## src/rtl/sc_tx_pkg.sv

```systemverilog
package sc_tx_pkg;
  localparam int DATA_W = 8;
  localparam int PS_W   = 6;
  localparam int HC_W   = 9;
  localparam int HALF_W = 5;
  localparam int FRAME_HALVES = 2 * (DATA_W + 2);

  typedef enum logic [1:0] {
    CK_STOP = 2'd0,
    CK_RUN  = 2'd1,
    CK_LOW  = 2'd2,
    CK_HIGH = 2'd3
  } ck_mode_e;

  // prescaler terminal count = divisor - 1
  function automatic logic [PS_W-1:0] prescale_max(input logic [1:0] code);
    case (code)
      2'd0:    return PS_W'(0);
      2'd1:    return PS_W'(3);
      2'd2:    return PS_W'(15);
      default: return PS_W'(63);
    endcase
  endfunction

  // half-etu terminal count = pulses/2 - 1
  function automatic logic [HC_W-1:0] half_max(input logic [1:0] code);
    case (code)
      2'd0:    return HC_W'(15);
      2'd1:    return HC_W'(31);
      2'd2:    return HC_W'(185);
      default: return HC_W'(127);
    endcase
  endfunction

  // last half-etu index before the end flag rises
  function automatic logic [HALF_W-1:0] end_last(input logic blk, input logic gsm);
    if (gsm)      return HALF_W'(FRAME_HALVES + 1);
    else if (blk) return HALF_W'(FRAME_HALVES + 2);
    else          return HALF_W'(FRAME_HALVES + 4);
  endfunction
endpackage

```

## src/rtl/sc_tx_timer.sv

```systemverilog
module sc_tx_timer
  import sc_tx_pkg::*;
(
  input  logic              clk,
  input  logic              rst,
  input  logic              start,
  input  logic              run,
  input  logic [1:0]        ps_code,
  input  logic [1:0]        bcp_code,
  output logic              half_step,
  output logic [HALF_W-1:0] half_idx
);
  logic [PS_W-1:0] ps_cnt;
  logic [HC_W-1:0] hc;
  logic            tick;

  assign tick      = run && (ps_cnt == prescale_max(ps_code));
  assign half_step = tick && (hc == half_max(bcp_code));

  always_ff @(posedge clk) begin
    if (rst || start) begin
      ps_cnt   <= '0;
      hc       <= '0;
      half_idx <= '0;
    end else if (run) begin
      ps_cnt <= tick ? '0 : ps_cnt + 1'b1;
      if (tick) hc <= half_step ? '0 : hc + 1'b1;
      if (half_step) half_idx <= half_idx + 1'b1;
    end
  end


  hc_bound_chk: assert property (@(posedge clk) disable iff (rst)
    hc <= half_max(bcp_code));


  half_hold_chk: assert property (@(posedge clk) disable iff (rst)
    (!half_step && !start) |=> $stable(half_idx));
endmodule

```

## src/rtl/sc_tx_frame.sv

```systemverilog
module sc_tx_frame
  import sc_tx_pkg::*;
(
  input  logic              busy,
  input  logic [HALF_W-1:0] half_idx,
  input  logic [DATA_W-1:0] data,
  input  logic              par,
  output logic              sio
);
  function automatic logic line_at(input int bit_no, input logic [DATA_W-1:0] d,
                                   input logic p);
    if (bit_no == 0)           return 1'b0;
    else if (bit_no <= DATA_W) return d[bit_no-1];
    else if (bit_no == DATA_W + 1) return p;
    else                       return 1'b1;
  endfunction

  always_comb begin
    if (!busy) sio = 1'b1;
    else       sio = line_at(int'(half_idx >> 1), data, par);
  end
endmodule

```

## src/rtl/sc_tx_clkctl.sv

```systemverilog
module sc_tx_clkctl
  import sc_tx_pkg::*;
(
  input  logic [1:0] ck_code,
  input  logic       gsm,
  output logic       ck_run,
  output logic       ck_level
);
  ck_mode_e mode;
  assign mode     = ck_mode_e'(ck_code);
  assign ck_run   = (mode == CK_RUN);
  assign ck_level = gsm && (mode == CK_HIGH);
endmodule

```

## src/rtl/sc_char_tx.sv

```systemverilog
module sc_char_tx
  import sc_tx_pkg::*;
(
  input  logic              clk,
  input  logic              rst,
  input  logic [1:0]        cfg_prescale,
  input  logic [1:0]        cfg_bcp,
  input  logic              cfg_odd,
  input  logic              cfg_block,
  input  logic              cfg_gsm,
  input  logic [1:0]        cfg_ck,
  input  logic              wr_stb,
  input  logic [DATA_W-1:0] wr_data,
  output logic              sio,
  output logic              ck_run,
  output logic              ck_level,
  output logic              tx_end
);
  logic              busy;
  logic [DATA_W-1:0] data_q;
  logic              par_q;
  logic [1:0]        ps_q, bcp_q;
  logic [HALF_W-1:0] last_q;
  logic              half_step;
  logic [HALF_W-1:0] half_idx;
  logic              accept, done;

  assign accept = wr_stb && !busy;
  assign done   = busy && half_step && (half_idx == last_q);

  always_ff @(posedge clk) begin
    if (rst) begin
      busy   <= 1'b0;
      tx_end <= 1'b0;
      data_q <= '0;
      par_q  <= 1'b0;
      ps_q   <= '0;
      bcp_q  <= '0;
      last_q <= '0;
    end else if (accept) begin
      busy   <= 1'b1;
      tx_end <= 1'b0;
      data_q <= wr_data;
      par_q  <= (^wr_data) ^ cfg_odd;
      ps_q   <= cfg_prescale;
      bcp_q  <= cfg_bcp;
      last_q <= end_last(cfg_block, cfg_gsm);
    end else if (done) begin
      busy   <= 1'b0;
      tx_end <= 1'b1;
    end
  end

  sc_tx_timer u_timer (
    .clk(clk), .rst(rst), .start(accept), .run(busy),
    .ps_code(ps_q), .bcp_code(bcp_q),
    .half_step(half_step), .half_idx(half_idx)
  );

  sc_tx_frame u_frame (
    .busy(busy), .half_idx(half_idx), .data(data_q), .par(par_q), .sio(sio)
  );

  sc_tx_clkctl u_clk (
    .ck_code(cfg_ck), .gsm(cfg_gsm), .ck_run(ck_run), .ck_level(ck_level)
  );


  start_low_chk: assert property (@(posedge clk) disable iff (rst)
    accept |=> !sio);


  end_idle_chk: assert property (@(posedge clk) disable iff (rst)
    $rose(tx_end) |-> sio);


  end_on_half_chk: assert property (@(posedge clk) disable iff (rst)
    $rose(tx_end) |-> $past(half_step));


  end_hold_chk: assert property (@(posedge clk) disable iff (rst)
    (tx_end && !wr_stb) |=> tx_end);


  busy_ignore_chk: assert property (@(posedge clk) disable iff (rst)
    (busy && wr_stb) |=> ($stable(data_q) && $stable(par_q)));
endmodule

```

## config.mk

```make
export PLATFORM = sky130hd
export DESIGN_NAME = sc_char_tx
export DESIGN_NICKNAME = d
export VERILOG_FILES = /design/src/rtl/sc_tx_pkg.sv /design/src/rtl/sc_tx_timer.sv /design/src/rtl/sc_tx_frame.sv /design/src/rtl/sc_tx_clkctl.sv /design/src/rtl/sc_char_tx.sv
export SDC_FILE = /design/constraint.sdc
export NUM_CORES = 1
export LEC_CHECK = 0
export BUFFER_PORTS_ARGS = -buffer_cell sky130_fd_sc_hd__buf_2
export CAP_MARGIN = 20
export CORE_MARGIN = 10
export CORE_UTILIZATION = 52
export CTS_CLUSTER_SIZE = 28
export DETAILED_ROUTE_END_ITERATION = 8
export PLACE_DENSITY = 0.75
export SLEW_MARGIN = 20
export SYNTH_ARGS = -nofsm -noshare
export SYNTH_HDL_FRONTEND = slang
export SYNTH_SLANG_ARGS = --single-unit
```

## constraint.sdc

```tcl
create_clock -name clk -period 2.7 [get_ports clk]
set_input_delay 0.54 -clock clk [delete_from_list [all_inputs] [get_ports clk]]
set_output_delay 0.54 -clock clk [all_outputs]
set_load 0.01 [all_outputs]
```

Word-level counts from Yosys, hierarchy flattened

Index checks and enable logic that the tools add are counted.

Memories: 0
Bits in writable memories: 0
Logic and storage cells: 58
Latch bits: 0
Input port bits: 20
Output and inout port bits: 4
Flip-flop bits (word level): 40
Bits in read-only memories: 0

Multiply operators: 0
Magnitude comparators: 2
Div/mod/pow operators: 0
Reduce and logical (&&, ||, !) cells: 16
Mux-type cells: 15
$add $sub $neg: 4
Equality and inequality tests: 10
Shifts and indexed selects: 0
Bitwise logic cells: 1

Operators by type and width:

| operator                                               | count |
|---|---|
| zero test 32 bit                                       | 1 |
| < comparator 32 x 5 -> 1 bit (second input constant)   | 1 |
| case mux 8 bit (3 select lines)                        | 1 |
| case mux 6 bit (3 select lines)                        | 1 |
| adder 9 x 1 -> 9 bit (second input constant)           | 1 |
| equality test 9 x 8 -> 1 bit                           | 1 |
| 2-to-1 mux 9 bit                                       | 1 |
| 2-to-1 mux 1 bit                                       | 8 |
| 2-to-1 mux 4 bit                                       | 2 |
| XOR reduction 8 bit                                    | 1 |
| adder 6 x 1 -> 6 bit (second input constant)           | 1 |
| equality test 2 x 1 -> 1 bit (second input constant)   | 3 |
| equality test 2 bit (second input constant)            | 3 |
| equality test 6 bit                                    | 1 |
| logical AND 1 bit                                      | 6 |
| 2-to-1 mux 6 bit                                       | 1 |
| adder 5 x 1 -> 5 bit (second input constant)           | 1 |
| equality test 5 bit                                    | 1 |
| subtractor 4 x 1 -> 5 bit (second input constant)      | 1 |
| equality test 4 bit (second input constant)            | 1 |
| less-or-equal comparator 4 bit (second input constant) | 1 |
| zero test 2 bit                                        | 2 |
| AND reduction 2 bit                                    | 2 |
| binary-select mux 1 bit (select 3 bit)                 | 1 |
| other kinds (5)                                        | 5 |

Logic depth before layout (Yosys ltp)

Gate-level depths: netlist of run 1.

Depth after elaboration: 9
Mapped depth: 8

Modules after synthesis

From an unflattened synthesis of run 1, not the netlist that was laid out.

Cells, all modules: 256
Area, all modules: 2,138.3 um^2

Modules (own cells, without submodules):

| module       | cells each | instances | area each (um^2) | sequential area each (um^2) |
|---|---|---|---|---|
| sc_tx_timer  | 139        | 1         | 1,143.6          | 400.4 |
| sc_char_tx   | 99         | 1         | 819.5            | 400.4 |
| sc_tx_frame  | 16         | 1         | 158.9            | 0.0 |
| sc_tx_clkctl | 2          | 1         | 16.3             | 0.0 |

Least setup slack after synthesis of run 1

Ideal clock, no wire load.

Path kind: register to output
Start: reg u_timer.half_idx[1]
End: out sio
Data required time: 2.160 ns
Data arrival time: 2.131 ns
Cell stages (with the launch flop): 8
Path buffers: 1
Setup slack: 0.029 ns
Cells stage by stage: dfxtp_1 > inv_1 > ha_1 > clkbuf_1 > mux2i_1 > mux4_2 > mux2_2 > a21oi_1

Cells in the longest elaborated chain, start to end: 7
Elaborated cells on any way between the ends: 11
Those cells by class: 1 x add/sub; 1 x order compare; 1 x eq/ne; 7 x mux; 1 x reduce/logical

Ends and longest elaborated chain:

| item                                                 | RTL line          | source |
|---|---|---|
| from (decl)                                          | sc_tx_timer.sv:11 | `output logic [HALF_W-1:0] half_idx` |
| from (signal assigned)                               | sc_tx_timer.sv:28 | `if (half_step) half_idx <= half_idx + 1'b1;` |
| subtractor 4 x 1 -> 5 bit                            | sc_tx_frame.sv:13 | `else if (bit_no <= DATA_W) return d[bit_no-1];` |
| binary-select mux 1 bit (select 3 bit)               | sc_tx_frame.sv:13 |  |
| 2-to-1 mux 1 bit (not written as such) (2 in series) | sc_tx_frame.sv:13 |  |
| 2-to-1 mux 1 bit                                     | sc_tx_frame.sv:13 |  |
| 2-to-1 mux 1 bit *                                   | sc_tx_frame.sv:12 | `if (bit_no == 0) return 1'b0;` |
| 2-to-1 mux 1 bit *                                   | sc_tx_frame.sv:19 | `if (!busy) sio = 1'b1;` |
| to (decl)                                            | sc_char_tx.sv:14  | `output logic sio,` |

Every way passes the cells marked *; elsewhere a longest branch is shown, timed or not. The select of a mux whose other input is x is not followed.

Worst setup path after layout of run 1

Ends and elaborated chain as after synthesis.

==> flow_summary_export.csv, run 1 <==
group,metric,value,unit
outcome,outcome,"finished, final reports clean",
setup_path,path_cells,"inv_4 -> ha_4 -> mux2i_2 -> mux4_2 -> mux2_4 -> a21oi_2 -> buf_2",
synth,number_of_flops_mapped_to_enable_cells_by_yosys,0,
place,post-place-cells,328,
synth,netlist_area,2190,um2
synth,async_reset_ff_share,0,%
clock_network,clk_pin_slew,0.07,ns
global_route,antenna_violations_before_repair,0,
synth,synth-main-ff-cell,"dfxtp_1",
sta,setup_viol_count_final,0,
route,drtAntennaViolNets,0,
final_layout,antenna_cells_inserted,0,
power,total_leakage_power,0.0008858,uW
floorplan,initial_core_util,54.35,%
power,ir_drop,258.3,uV
floorplan,fp.dieArea,7206,um2
synth,ys_ff_latch,40,
floorplan,fp.dieW,84.89,um
global_route,first_global_vias,1958,
route,wirelength,4656,um
setup_path,timing.setup.critical_path_class,"reg -> out",
synth,mappedNetlistNets,293,
route,1st_iter_drt_viols,83,
sta,finalCritPeriodShare,99.06,%
sta,worst_slew_pin_slew,1.093,ns
clock_network,buffer_type_at_the_clock_tree_root,"clkbuf_8",
clock_network,cts_max_path_bufs,2,
floorplan,chipHeight,84.89,um
final_layout,finish.cell_count_without_fillers,336,
place,gp_routability_congestion,0.8472,
sta,final_critical_period,2.675,ns
route,drt_pre_antenna_iters,4,
final_layout,mostFrequentLayoutCells,"nand2_1 (44), dfxtp_1 (38), a21oi_1 (25)",
final_layout,fin_nets,313,
synth,yosysWarningCount,0,
sta,rsz0062_at_grt,"true",
route,drt_drc_violations_left,0,
floorplan,coreArea,4029,um2
final_layout,area.growth.synth_to_final,12.17,%
synth,synth.avg_cell_area,8.232,um2
clock_network,clk_latency,0.29,ns
final_layout,layout.cells.most_common,"nand2_1",
synth,synth.distinct_cells,45,
floorplan,num_io_pins,24,
clock_network,cts_max_level,2,
global_route,grt_first_pass_wirelength,8556,um
setup_path,critPathMaxFanout,4,
clock_network,cts-buffers-inserted,5,
min_path,worst_hold_path_type,"reg -> reg",
route,wl_per_cell,13.86,um
setup_path,worstSetupStartpointType,"flop",
sta,finalClockSkew,0.004141,ns
route,avgViaCountPerCell,5.667,
sta,timing.final.max_slew_violations,0,
synth,synth.yosys.seq_area_share,36.57,%
global_route,total_global_routing_track_utilization,13.86,%
route,vias,1904,
power,power.density,475.0,nW/um2
power,finalPower,1167,uW
final_layout,post_route_cells_drive_above_1_share,17.83,%
setup_path,cp_peak_stage_delay,0.49,ns
floorplan,num_rows,23,
sta,final-hold-violation-count,0,
setup_path,cpMaxStageDelayCell,"mux4_2",
global_route,grt-ovfl-total,0,
clock_network,holdBufCountCts,0,
flow_run,drv.max_cap_violation_count,0,
setup_path,critPathCaptureType,"output pin",
clock_network,cts_tree,"yes",
global_route,largest_net_degree_at_the_start_of_global_routing,24,
sta,clock.fmax,373.9,MHz
place,portBuffers,23,
synth,synthesis.instances,266,
clock_network,cts.sinks,40,
setup_path,critPathRequiredTime,2.16,ns
sta,slew-limit-headroom,26.81,%
place,place.detailed.hpwl,3323,um
setup_path,critical_path_arrival,2.13,ns
## final cells by class
class | count | area (um2)
multi-input combinational | 204 | 1328
fill | 384 | 1573
tap | 50 | 62.56
clock inverter | 1 | 5.005
timing repair buffer | 29 | 160.2
clock buffer | 6 | 72.57
sequential | 40 | 803.3
inverter | 6 | 25.02
## cells in the mapped netlist (2+ instances only)
cell,n,area [um2]
mux2i_1,6,60.06
mux2_2,2,22.52
buf_1,3,11.26
o211ai_1,7,52.55
buf_2,2,10.01
or3_1,3,18.77
a31o_2,2,17.52
clkbuf_1,11,41.29
and3_1,2,12.51
nor2b_1,5,31.28
nor4_1,3,18.77
or4_1,2,15.01
o31ai_1,4,30.03
nand4_1,4,25.02
ha_1,7,87.58
a311oi_1,2,17.52
dfxtp_1,40,800.8
a31oi_1,5,31.28
nor2_1,18,67.56
xnor2_1,10,87.58
nand2_1,44,165.2
nor3_1,6,30.03
nand3_1,8,40.04
inv_1,6,22.52
nand2b_1,8,50.05
a2111oi_0,2,17.52
nand3b_1,4,30.03
or2_2,2,12.51
mux4_2,2,45.04
a21oi_1,26,130.1
xor2_1,6,52.55
## sequential cells by signal, indices dropped and copies added (netlist names)
signal / count
u_timer.hc: 9
data_q: 8
u_timer.ps_cnt: 6
last_q: 5
u_timer.half_idx: 5
bcp_q: 2
ps_q: 2
busy: 1
par_q: 1
tx_end: 1
## worst max-delay path: cells and delay by family, from the launching register on
kind            cells  cell delay, ns
buf+inv             2            0.19
compound gates      1            0.11
mux                 3            0.93
flops               1            0.35
fa+ha+maj           1            0.26
## report_power, final
part / switching [uW] / internal [uW]
logic: 88.0 / 72.2
registers: 19.7 / 610
clock network: 201 / 176
total: 309 / 858
## kinds of logic (layout without fill, tap and decap cells)
| group | count (synthesis) | after routing | synth area share (%) |
|---|---|---|---|
| buffers and inverters | 22 | 42 | 3.886 |
| AND/OR/NAND/NOR | 112 | 112 | 25.03 |
| AO/OA/AOI/OAI | 58 | 58 | 17.26 |
| flip-flops | 40 | 40 | 36.57 |
| XOR/XNOR | 17 | 17 | 7.428 |
| adder cells (fa/ha/maj) | 7 | 7 | 4.000 |
| multiplexers | 10 | 10 | 5.828 |
## path summary, 6_finish.rpt
path         slack, ns                          endpoint  cells past startpoint                              from
max               0.03                               sio                      7  u_timer.half_idx[1]$_SDFFE_PP0P_
min               0.45                par_q$_SDFFE_PP0P_                      2                par_q$_SDFFE_PP0P_
max reg2reg       0.52  u_timer.half_idx[0]$_SDFFE_PP0P_                      5        u_timer.hc[4]$_SDFFE_PP0P_
min reg2reg       0.45                par_q$_SDFFE_PP0P_                      2                par_q$_SDFFE_PP0P_
## repair_timing
| action | 4_1_cts | 5_1_grt |
|---|---|---|
| pin swaps | 1 | 2 |
| buffers inserted | 0 | 1 |
| endpoints found under the setup margin | 1 | 1 |
| gates resized for setup | 6 | 5 |
## per-layer routing
metal / global-route usage (%) / routed length [um] / up-vias
met2: 23.88 / 2219 / 25
li1: - / - / 989
met1: 15.70 / 2198 / 881
met4: 5.838 / 97 / 0
met3: 3.728 / 140 / 9
met5: 0 / 0 / -
## per-stage QoR
stage               cell area [um2]  setup TNS, ns  hold WS (ns)  util [%]  worst slack, ns
global route                   2456       -0.04211        0.4862     60.96         -0.04211
finish                         2456              0        0.4550     60.96          0.02532
global placement               2342              0        0.4464     58.14           0.2148
floorplan                      2190              0        0.4268         -          0.02943
detailed placement             2342              0        0.4510     58.14           0.1504
CTS                            2435              0        0.4612     60.43         0.002452
Note: power is estimated with default switching activity, not from simulation.
==> run 2, diff against run 1 <==
MAX_ROUTING_LAYER = met4   (was default)
==> run 2 against run 1 <==
- sequential power about the same
- sequential cell count unchanged
- worst setup slack about the same
- final cell count unchanged
- combinational power about the same
- via count unchanged
- power about the same
- clock power about the same
- largest cell class unchanged
==> flow_summary_export.csv, run 2 (synthesized netlist as in run 1, its figures left out) <==
group,metric,value,unit
sta,worst_slew_pin_slew,1.093,ns
global_route,globalRouteMet3Util,3.728,%
sta,fin_setup_tns,0,ns
place,gp_routability_congestion,0.8604,
setup_path,path_cells,"inv_4 -> ha_4 -> mux2i_2 -> mux4_2 -> mux2_4 -> a21oi_2 -> buf_2",
sta,setup_viol_count_final,0,
setup_path,crit_buf_inv,2,
route,wl_per_cell,13.86,um
flow_run,drv.max_cap_violation_count,0,
place,portBuffers,23,
global_route,antenna_violations_before_repair,0,
setup_path,critPathRequiredTime,2.16,ns
final_layout,fin_nets,313,
sta,final_critical_period,2.675,ns
floorplan,num_io_pins,24,
route,1st_iter_drt_viols,83,
global_route,grt-ovfl-total,0,
final_layout,layout.cells.most_common,"nand2_1",
power,ir_drop,258.3,uV
route,vias,1904,
sta,finalClockSkew,0.004141,ns
floorplan,coreArea,4029,um2
clock_network,cts.sinks,40,
setup_path,critical_path_arrival,2.13,ns
sta,final-hold-violation-count,0,
sta,clock.fmax,373.9,MHz
global_route,total_global_routing_track_utilization,14.26,%
final_layout,biggestRegsByFlops,"u_timer.hc x9, data_q x8, u_timer.ps_cnt x6",
floorplan,num_rows,23,
global_route,largest_net_degree_at_the_start_of_global_routing,24,
setup_path,path_delay_family,"multiplexers",
floorplan,initial_core_util,54.35,%
sta,timing.final.max_slew_violations,0,
floorplan,chipHeight,84.89,um
route,drt_pre_antenna_iters,4,
clock_network,cts_tree,"yes",
sta,slew-limit-headroom,26.81,%
global_route,first_global_vias,1958,
clock_network,holdBufCountCts,0,
final_layout,register_name_with_the_most_flops,"u_timer.hc",
final_layout,fillerInstances,384,
clock_network,clk_latency,0.29,ns
setup_path,cpMaxStageDelayCell,"mux4_2",
route,drtAntennaViolNets,0,
clock_network,buffer_type_at_the_clock_tree_root,"clkbuf_8",
floorplan,fp.dieW,84.89,um
global_route,groute.layer.met1.usage,15.70,%
clock_network,cts_max_level,2,
final_layout,mostFrequentLayoutCells,"nand2_1 (44), dfxtp_1 (38), a21oi_1 (25)",
min_path,worst_hold_path_type,"reg -> reg",
power,finalPower,1167,uW
power,total_leakage_power,0.0008858,uW
outcome,outcome,"finished, final reports clean",
route,wirelength,4656,um
setup_path,worstSetupStartpointType,"flop",
global_route,grt_use_met2,23.88,%
floorplan,fp.dieArea,7206,um2
final_layout,largest_reg_flops,9,
route,drt_drc_violations_left,0,
power,power.density,475.0,nW/um2
final_layout,layout.core_utilization,60.96,%
setup_path,cp_peak_stage_delay,0.49,ns
final_layout,post_route_cells_drive_above_1_share,17.83,%
clock_network,cts-buffers-inserted,5,
clock_network,clk_pin_slew,0.07,ns
final_layout,area.growth.synth_to_final,12.17,%
setup_path,timing.setup.critical_path_class,"reg -> out",
place,place.detailed.hpwl,3323,um
setup_path,critPathMaxFanout,4,
global_route,gr-max-usage-layer,"met2",
setup_path,reg_to_reg_slack_setup,0.52,ns
sta,finalCritPeriodShare,99.06,%
clock_network,cts_max_path_bufs,2,
final_layout,antenna_cells_inserted,0,
global_route,grt_first_pass_wirelength,8556,um
route,avgViaCountPerCell,5.667,
sta,rsz0062_at_grt,"true",
setup_path,critPathCaptureType,"output pin",
run 2: worst reg2reg max path, stage by stage (launching register included):
cell       delay [ns]
dfxtp_1          0.45
inv_1            0.06
a2111oi_0        0.53
a31oi_1          0.34
or4_1            0.59
a21oi_1          0.14
run 2: area by class of cell:
| class | instances | area [um2] | share of cell area (%) |
|---|---|---|---|
| flip-flops and latches | 40 | 803.3 | 32.70 |
| clock buffers | 6 | 72.57 | 2.955 |
| well taps | 50 | 62.56 | 2.547 |
| multi-input cells | 204 | 1328 | 54.05 |
| inverters | 6 | 25.02 | 1.019 |
| repair buffers | 29 | 160.2 | 6.521 |
| clock inverters | 1 | 5.005 | 0.2038 |
run 2: path summary, 6_finish.rpt:
| kind | end | startpoint | depth (start not counted) |
|---|---|---|---|
| worst max-delay path | sio | u_timer.half_idx[1]$_SDFFE_PP0P_ | 7 |
| worst min-delay path | par_q$_SDFFE_PP0P_ | par_q$_SDFFE_PP0P_ | 2 |
| worst max register to register | u_timer.half_idx[0]$_SDFFE_PP0P_ | u_timer.hc[4]$_SDFFE_PP0P_ | 5 |
| worst min register to register | par_q$_SDFFE_PP0P_ | par_q$_SDFFE_PP0P_ | 2 |
run 2: timing repair:
item | in CTS | in global routing
endpoints found under the setup margin | 1 | 1
pin swaps | 1 | 2
buffers inserted | 0 | 1
resized for setup | 6 | 5
run 2: routing by layer:
metal	share of wire [%]	wire length [um]
met1	47	2198
met2	48	2219
met3	3.0	140
met4	2.1	97
met5	0	0
run 2: power breakdown:
part           internal, uW  switching (uW)  leakage, uW
Combinational          72.2            88.0     0.000518
Clock                   176             201    0.0000410
Sequential              610            19.7     0.000327
Total                   858             309     0.000886
run 2: through the flow:
stage / cell area [um2] / setup WS (ns) / hold WS (ns) / cells
final: 2456 / 0.02534 / 0.4550 / 336
after global placement: 2342 / 0.2148 / 0.4464 / 328
after global routing: 2456 / -0.04211 / 0.4862 / 336
after floorplan: 2190 / 0.02943 / 0.4268 / 266
after detailed placement: 2342 / 0.1504 / 0.4510 / 328
after CTS: 2435 / 0.002452 / 0.4612 / 335
